`src/rtl/async_serial_pkg.sv`:
```
package async_serial_pkg;

    localparam int DATA_W = 8;
    localparam int CNT_W  = 8;

    localparam logic [1:0] PAR_NONE = 2'd0;
    localparam logic [1:0] PAR_EVEN = 2'd1;
    localparam logic [1:0] PAR_ODD  = 2'd2;

    typedef enum logic [2:0] {
        T_IDLE, T_START, T_DATA, T_PAR, T_STOP, T_BRK
    } tx_state_e;

    typedef enum logic [2:0] {
        R_HUNT, R_START, R_DATA, R_PAR, R_STOP, R_WAIT
    } rx_state_e;

    typedef struct packed {
        logic [DATA_W-1:0] data;
        logic              perr;
        logic              ferr;
        logic              brk;
        logic              ovr;
    } rx_entry_t;

    function automatic logic [CNT_W-1:0] bit_ticks(input logic [1:0] mult);
        case (mult)
            2'd0:    return CNT_W'(1);
            2'd1:    return CNT_W'(16);
            2'd2:    return CNT_W'(32);
            default: return CNT_W'(64);
        endcase
    endfunction

    function automatic logic [CNT_W-1:0] stop_ticks(input logic [1:0] mult,
                                                    input logic [1:0] stop);
        logic [CNT_W-1:0] bt;
        bt = bit_ticks(mult);
        case (stop)
            2'd0:    return bt;
            2'd1:    return (mult == 2'd0) ? CNT_W'(2) : bt + (bt >> 1);
            default: return bt << 1;
        endcase
    endfunction

    function automatic logic [2:0] last_bit(input logic [1:0] len);
        return {1'b0, len} + 3'd4;
    endfunction

    function automatic logic [DATA_W-1:0] len_mask(input logic [1:0] len);
        return {DATA_W{1'b1}} >> (2'd3 - len);
    endfunction

endpackage

```
`src/rtl/async_tx.sv`:
```
module async_tx
    import async_serial_pkg::*;
(
    input  logic              clk,
    input  logic              rst_n,
    input  logic              tick,
    input  logic [1:0]        cfg_len,
    input  logic [1:0]        cfg_stop,
    input  logic [1:0]        cfg_par,
    input  logic [1:0]        cfg_mult,
    input  logic              wr,
    input  logic [DATA_W-1:0] wdata,
    input  logic              brk_req,
    output logic              ready,
    output logic              txd
);

    tx_state_e         state_q, state_d;
    logic [CNT_W-1:0]  cnt_q, last_tick;
    logic [2:0]        bit_q;
    logic [DATA_W-1:0] hold_q, shift_q;
    logic              hold_full_q, par_q;
    logic              done, par_on, load;

    assign par_on = (cfg_par != PAR_NONE);

    always_comb begin
        if (state_q == T_STOP) last_tick = stop_ticks(cfg_mult, cfg_stop) - 1'b1;
        else                   last_tick = bit_ticks(cfg_mult) - 1'b1;
    end

    assign done = tick && (cnt_q == last_tick);

    // next-state logic
    always_comb begin
        state_d = state_q;
        unique case (state_q)
            T_IDLE: begin
                if (tick) begin
                    if (brk_req)          state_d = T_BRK;
                    else if (hold_full_q) state_d = T_START;
                end
            end
            T_START: if (done) state_d = T_DATA;
            T_DATA: begin
                if (done && bit_q == last_bit(cfg_len))
                    state_d = par_on ? T_PAR : T_STOP;
            end
            T_PAR:  if (done) state_d = T_STOP;
            T_STOP: begin
                if (done) begin
                    if (brk_req)          state_d = T_BRK;
                    else if (hold_full_q) state_d = T_START;
                    else                  state_d = T_IDLE;
                end
            end
            T_BRK:  if (tick && !brk_req) state_d = T_IDLE;
            default: state_d = T_IDLE;
        endcase
    end

    // state register
    always_ff @(posedge clk or negedge rst_n) begin
        if (!rst_n) state_q <= T_IDLE;
        else        state_q <= state_d;
    end

    assign load = (state_d == T_START) && (state_q != T_START);

    // holding register, shift register and bit timing
    always_ff @(posedge clk or negedge rst_n) begin
        if (!rst_n) begin
            hold_q      <= '0;
            hold_full_q <= 1'b0;
            shift_q     <= '0;
            par_q       <= 1'b0;
            bit_q       <= '0;
            cnt_q       <= '0;
        end else begin
            if (wr && !hold_full_q) begin
                hold_q      <= wdata;
                hold_full_q <= 1'b1;
            end else if (load) begin
                hold_full_q <= 1'b0;
            end
            if (load) begin
                shift_q <= hold_q & len_mask(cfg_len);
                par_q   <= (^(hold_q & len_mask(cfg_len))) ^ (cfg_par == PAR_ODD);
                bit_q   <= '0;
            end else if (state_q == T_DATA && done) begin
                shift_q <= shift_q >> 1;
                bit_q   <= bit_q + 3'd1;
            end
            if (tick) begin
                if (done || state_d != state_q || state_q == T_IDLE || state_q == T_BRK)
                    cnt_q <= '0;
                else
                    cnt_q <= cnt_q + 1'b1;
            end
        end
    end

    // outputs
    always_comb begin
        unique case (state_q)
            T_IDLE:  txd = 1'b1;
            T_START: txd = 1'b0;
            T_DATA:  txd = shift_q[0];
            T_PAR:   txd = par_q;
            T_STOP:  txd = 1'b1;
            T_BRK:   txd = 1'b0;
            default: txd = 1'b1;
        endcase
        ready = !hold_full_q;
    end

endmodule

```
`src/rtl/async_rx.sv`:
```
module async_rx
    import async_serial_pkg::*;
(
    input  logic       clk,
    input  logic       rst_n,
    input  logic       tick,
    input  logic [1:0] cfg_len,
    input  logic [1:0] cfg_par,
    input  logic [1:0] cfg_mult,
    input  logic       rxd,
    output logic       push,
    output rx_entry_t  entry
);

    rx_state_e         state_q, state_d;
    logic [1:0]        sync_q;
    logic              rx_s;
    logic [CNT_W-1:0]  cnt_q, bt;
    logic [2:0]        bit_q;
    logic [DATA_W-1:0] sh_q, data_w;
    logic              parbit_q, par_on, sample, ferr_w;

    assign rx_s   = sync_q[1];
    assign bt     = bit_ticks(cfg_mult);
    assign par_on = (cfg_par != PAR_NONE);
    assign sample = tick && (cnt_q == bt - 1'b1);
    assign ferr_w = !rx_s;

    always_ff @(posedge clk or negedge rst_n) begin
        if (!rst_n) sync_q <= 2'b11;
        else        sync_q <= {sync_q[0], rxd};
    end

    // next-state logic
    always_comb begin
        state_d = state_q;
        unique case (state_q)
            R_HUNT: begin
                if (tick && !rx_s)
                    state_d = (cfg_mult == 2'd0) ? R_DATA : R_START;
            end
            R_START: begin
                if (tick && cnt_q == (bt >> 1) - 1'b1)
                    state_d = rx_s ? R_HUNT : R_DATA;
            end
            R_DATA: begin
                if (sample && bit_q == last_bit(cfg_len))
                    state_d = par_on ? R_PAR : R_STOP;
            end
            R_PAR:  if (sample) state_d = R_STOP;
            R_STOP: if (sample) state_d = ferr_w ? R_WAIT : R_HUNT;
            R_WAIT: if (tick && rx_s) state_d = R_HUNT;
            default: state_d = R_HUNT;
        endcase
    end

    // state register
    always_ff @(posedge clk or negedge rst_n) begin
        if (!rst_n) state_q <= R_HUNT;
        else        state_q <= state_d;
    end

    // sampling datapath
    always_ff @(posedge clk or negedge rst_n) begin
        if (!rst_n) begin
            cnt_q    <= '0;
            bit_q    <= '0;
            sh_q     <= '0;
            parbit_q <= 1'b0;
        end else begin
            if (tick) begin
                if (sample || state_d != state_q || state_q == R_HUNT || state_q == R_WAIT)
                    cnt_q <= '0;
                else
                    cnt_q <= cnt_q + 1'b1;
            end
            if (state_q == R_HUNT) begin
                bit_q    <= '0;
                parbit_q <= 1'b0;
            end else if (state_q == R_DATA && sample) begin
                sh_q  <= {rx_s, sh_q[DATA_W-1:1]};
                bit_q <= bit_q + 3'd1;
            end else if (state_q == R_PAR && sample) begin
                parbit_q <= rx_s;
            end
        end
    end

    // outputs
    always_comb begin
        data_w     = sh_q >> (2'd3 - cfg_len);
        push       = (state_q == R_STOP) && sample;
        entry.data = data_w;
        entry.perr = par_on && (parbit_q != ((^data_w) ^ (cfg_par == PAR_ODD)));
        entry.ferr = ferr_w;
        entry.brk  = ferr_w && (data_w == '0) && !(par_on && parbit_q);
        entry.ovr  = 1'b0;
    end

endmodule

```
`src/rtl/async_rx_fifo.sv`:
```
module async_rx_fifo
    import async_serial_pkg::*;
#(
    parameter int DEPTH = 4
) (
    input  logic      clk,
    input  logic      rst_n,
    input  logic      push,
    input  rx_entry_t din,
    input  logic      pop,
    output rx_entry_t dout,
    output logic      valid
);

    localparam int PW = (DEPTH > 1) ? $clog2(DEPTH) : 1;
    localparam int CW = PW + 1;

    rx_entry_t       mem [DEPTH];
    logic [PW-1:0]   wr_ptr, rd_ptr, prev_ptr;
    logic [CW-1:0]   count;
    logic            full, empty, do_pop, do_push, ovr;

    assign full     = (count == CW'(DEPTH));
    assign empty    = (count == '0);
    assign do_pop   = pop && !empty;
    assign do_push  = push && (!full || do_pop);
    assign ovr      = push && full && !do_pop;
    assign prev_ptr = (wr_ptr == '0) ? PW'(DEPTH - 1) : wr_ptr - 1'b1;

    function automatic logic [PW-1:0] nxt(input logic [PW-1:0] p);
        return (p == PW'(DEPTH - 1)) ? '0 : p + 1'b1;
    endfunction

    always_ff @(posedge clk or negedge rst_n) begin
        if (!rst_n) begin
            wr_ptr <= '0;
            rd_ptr <= '0;
            count  <= '0;
        end else begin
            if (do_push) wr_ptr <= nxt(wr_ptr);
            if (do_pop)  rd_ptr <= nxt(rd_ptr);
            if (do_push && !do_pop)      count <= count + 1'b1;
            else if (do_pop && !do_push) count <= count - 1'b1;
        end
    end

    always_ff @(posedge clk) begin
        if (do_push)  mem[wr_ptr]       <= din;
        else if (ovr) mem[prev_ptr].ovr <= 1'b1;
    end

    assign dout  = mem[rd_ptr];
    assign valid = !empty;

endmodule

```
`src/rtl/async_serial_chan.sv`:
```
module async_serial_chan
    import async_serial_pkg::*;
#(
    parameter int RX_DEPTH = 4
) (
    input  logic       clk,
    input  logic       rst_n,
    input  logic       sclk_en,
    input  logic [1:0] cfg_len,
    input  logic [1:0] cfg_stop,
    input  logic [1:0] cfg_par,
    input  logic [1:0] cfg_mult,
    input  logic [7:0] tx_data,
    input  logic       tx_wr,
    input  logic       tx_break,
    output logic       tx_ready,
    output logic       txd,
    input  logic       rxd,
    input  logic       rx_rd,
    output logic       rx_valid,
    output logic [7:0] rx_data,
    output logic       rx_perr,
    output logic       rx_ferr,
    output logic       rx_ovr,
    output logic       rx_brk
);

    rx_entry_t rx_new, rx_head;
    logic      rx_push;

    async_tx u_tx (
        .clk      (clk),
        .rst_n    (rst_n),
        .tick     (sclk_en),
        .cfg_len  (cfg_len),
        .cfg_stop (cfg_stop),
        .cfg_par  (cfg_par),
        .cfg_mult (cfg_mult),
        .wr       (tx_wr),
        .wdata    (tx_data),
        .brk_req  (tx_break),
        .ready    (tx_ready),
        .txd      (txd)
    );

    async_rx u_rx (
        .clk      (clk),
        .rst_n    (rst_n),
        .tick     (sclk_en),
        .cfg_len  (cfg_len),
        .cfg_par  (cfg_par),
        .cfg_mult (cfg_mult),
        .rxd      (rxd),
        .push     (rx_push),
        .entry    (rx_new)
    );

    async_rx_fifo #(.DEPTH(RX_DEPTH)) u_fifo (
        .clk   (clk),
        .rst_n (rst_n),
        .push  (rx_push),
        .din   (rx_new),
        .pop   (rx_rd),
        .dout  (rx_head),
        .valid (rx_valid)
    );

    assign rx_data = rx_head.data;
    assign rx_perr = rx_head.perr;
    assign rx_ferr = rx_head.ferr;
    assign rx_ovr  = rx_head.ovr;
    assign rx_brk  = rx_head.brk;

endmodule

```
`config.mk`:
```
export PLATFORM = sky130hd
export DESIGN_NAME = async_serial_chan
export DESIGN_NICKNAME = d
export VERILOG_FILES = /design/src/rtl/async_serial_pkg.sv /design/src/rtl/async_tx.sv /design/src/rtl/async_rx.sv /design/src/rtl/async_rx_fifo.sv /design/src/rtl/async_serial_chan.sv
export SDC_FILE = /design/constraint.sdc
export NUM_CORES = 1
export LEC_CHECK = 0
export ABC_AREA = 0
export BUFFER_PORTS_ARGS = -buffer_cell sky130_fd_sc_hd__buf_2
export CORE_ASPECT_RATIO = 0.7
export CORE_MARGIN = 1
export CORE_UTILIZATION = 55
export CTS_CLUSTER_SIZE = 14
export DETAILED_ROUTE_END_ITERATION = 8
export PLACE_DENSITY_LB_ADDON = 0.15
export RECOVER_POWER = 100
export SETUP_SLACK_MARGIN = 0.15
export SLEW_MARGIN = 0
export SYNTH_ARGS = -nofsm -noshare
export SYNTH_HDL_FRONTEND = slang
export SYNTH_HIERARCHICAL = 1
export SYNTH_SLANG_ARGS = --single-unit
```
`constraint.sdc`:
```
create_clock -name clk -period 5.05 [get_ports clk]
set_clock_uncertainty 0.1 [all_clocks]
set_input_delay 0.505 -clock clk [delete_from_list [all_inputs] [get_ports clk]]
set_output_delay 0.505 -clock clk [all_outputs]
set_load 0.05 [all_outputs]
```
==> run metrics <==
largest net degree at the start of global routing 65; Pre-antenna DRT Iters 5; P per Cell Area 471 mW/mm^2; proportion of layout cells with a drive suffix above 1 0.150; placed wire-length estimate 9390 um; largest family of logic cells by synthesized area simple AND/OR/NAND/NOR gates; Layout Utilization 0.616; first-pass GRT wire length 22100 um; nets 656; Top Ports 38; fin crit period 4.11 ns; DRT iter0 DRCs 371; # clock sinks 112; Die Span X 132 um; Avg Synthesized Cell Area 11.2 um^2; Synth Area in Adders 0.0492; CP max FO 17; CP Capture Type flop; hold crit path type in2reg; outcome finished with violations; sequential area share after synthesis 0.468; total CTS buffers 9; RSZ-0062 raised after global routing false; mean routed wirelength per cell 17.0 um; CTS Hold Bufs 0; PortBufs 37; Relative slew margins -1.29; Synth Warn # 6; FILL cells 928; Most used DFF post-synth dfrtp_1; max_cap viols 1; Compound-Gate Fraction of Synth Area 0.125; routability cong. 0.919; Worst-path clk slew 0.07 ns; Layout area overhead 6.54%; Setup Viol. Count Final 0; vias in the first global route 4406; Floorplan Core Area 0.0113 mm^2; Slew Limit Fails 65; Vias 4524; Worst-Skew Late Latency 0.35 ns; ys async rst share 0.571; Post-Synth XOR/XNOR Area 0.0458; Fmax 0.243 GHz; Ant. Diodes 0; Die H 93.0 um; mapped cell area 0.00651 mm^2; Die ar. 0.0123 mm^2; number of synthesized flops with an enable pin 48; Crit Path Class reg2reg; Peak VDD IR 273 uV; Critical Path AT 4.24 ns; Root Buffer clkbuf_16; mux contribution to synthesized area 0.115; TritonCTS clock tree built; Yosys cell types 79; via density per instance 5.91; Worst Path Required 5.19 ns; initial antenna violation count 0; row count 32; Synth Area in Simple Gates 0.148; Slew @ Worst Pin 3.43 ns; Initial Util 0.578; Critical Path Start Type flop; Final Hold Viols 0; failing checks capacitance limit, slew limit; FF+latch count, synth 112; Final TNS setup 0 ns; GRT overflow 0; Post-CTS Setup Inserts 0; H-tree depth 3; total track usage 0.229; drt total wl 13000 um; Synthesized Nets 631; Post-DRT Antenna Nets 0; CTS resizes 0; Post-Synthesis Cells 583; maximum clock path buffer count 2; Tcrit/Tclk final 0.813; # DRC 0; LEAKAGE 2.78 nW
-- final timing paths --
path,end,slack (ns),depth (start not counted),from
setup / recovery,u_tx/par_q,0.94,10,u_tx/state_q[2]
hold / removal,u_rx/sync_q[0],0.17,1,rxd
setup reg to reg,u_tx/par_q,0.94,10,u_tx/state_q[2]
hold reg to reg,u_rx/sync_q[1],0.26,0,u_rx/sync_q[0]
max in group asynchronous,u_rx/state_q[2],1.61,2,rst_n
min in group asynchronous,u_rx/cnt_q[7],1.31,2,rst_n
-- placed cells by master (no fill, tap or decap), types with 21 or more instances in the layout --
cell,Yosys,routed
o21ai_0,27,28
buf_2,5,21
inv_1,37,37
nand2_1,28,29
nor2_1,32,32
nand3_1,33,33
dfrtp_1,62,62
xnor2_1,25,25
ha_1,24,24
mux2_2,28,27
clkbuf_1,14,21
edfxtp_1,48,48
-- per-layer routing --
layer / vias up / part of all wire / GRT usage
li1: 2178 / - / -
met1: 2246 / 0.49 / 0.331
met2: 91 / 0.46 / 0.359
met3: 9 / 0.038 / 0.0374
met4: 0 / 0.0095 / 0.0581
met5: - / 0 / 0
-- metrics by stage --
step                      area [um^2]  hold WS [ns]  setup WS, ns  total power [mW]  std cells
final                            6930         0.166         0.943              3.27        766
after floorplan                  6510         0.109          1.70              2.39        583
after detailed placement         6760         0.250          1.18              2.63        750
after global routing             6930         0.155         0.669              3.47        766
after CTS                        7050         0.160          1.15              3.35        766
after global placement           6760         0.248          1.39              2.58        750
-- critical path, cell delays in order (launching register included) --
cell	delay (ns)
dfrtp_1	0.65
or3b_1	0.54
nor2_1	0.22
nand2_1	0.10
ha_1	0.20
xor2_1	0.19
or3b_2	0.46
mux2i_1	0.25
o2111ai_1	0.46
a21oi_1	0.44
mux2_2	0.37
-- cell type report --
cell class	count	area [um^2]	area share
well taps	153	191	0.0276
clock buffers	10	229	0.0330
repair buffers	43	195	0.0282
flip-flops and latches	112	3050	0.439
clock inverters	6	67.6	0.00975
inverters	37	139	0.0200
multi-input cells	405	3070	0.442
-- sequential cells by signal (all words and copies together), names as in the netlist, 2 cells and up --
name / flops
u_fifo/count: 3
u_fifo/mem: 48
u_fifo/rd_ptr: 2
u_fifo/wr_ptr: 2
u_rx/bit_q: 3
u_rx/cnt_q: 8
u_rx/sh_q: 8
u_rx/state_q: 3
u_rx/sync_q: 2
u_tx/bit_q: 3
u_tx/cnt_q: 8
u_tx/hold_q: 8
u_tx/shift_q: 8
u_tx/state_q: 3
-- power by group --
group | total [mW] | leakage, nW | switching (mW) | internal, mW
combinational | 1.19 | 1.41 | 0.686 | 0.501
clock | 0.709 | 0.144 | 0.321 | 0.388
sequential | 1.37 | 1.23 | 0.256 | 1.11
-- synthesized netlist by cell type (all sizes together) (5+ instances only) --
| cell type | n | area [um^2] |
|---|---|---|
| nand2 | 30 | 128 |
| o21ai | 29 | 149 |
| edfxtp | 48 | 1440 |
| xor2 | 9 | 78.8 |
| and2 | 12 | 75.1 |
| mux2 | 30 | 345 |
| dfrtp | 62 | 1550 |
| inv | 37 | 139 |
| nor2 | 32 | 120 |
| mux2i | 11 | 135 |
| a21oi | 19 | 98.9 |
| o22ai | 7 | 43.8 |
| xnor2 | 25 | 219 |
| or3 | 5 | 31.3 |
| mux4 | 12 | 270 |
| a211oi | 8 | 60.1 |
| nor3b | 5 | 37.5 |
| ha | 24 | 300 |
| nor3 | 14 | 81.3 |
| nand3 | 33 | 165 |
| and3 | 7 | 43.8 |
| nand2b | 10 | 62.6 |
| a31oi | 10 | 62.6 |
| buf | 14 | 108 |
| o211ai | 7 | 57.6 |
| clkbuf | 14 | 52.6 |
-- cell families (layout without fill, tap and decap cells) --
| kind of cell | Yosys count | after routing |
|---|---|---|
| AO/OA/AOI/OAI | 117 | 117 |
| adder cells (fa/ha/maj) | 25 | 25 |
| multiplexers | 53 | 53 |
| buffers and inverters | 66 | 96 |
| AND/OR/NAND/NOR | 175 | 175 |
| XOR/XNOR | 34 | 34 |
| other | 1 | 1 |
| flip-flops | 112 | 112 |
No activity file was read; power rests on OpenSTA's default activity.
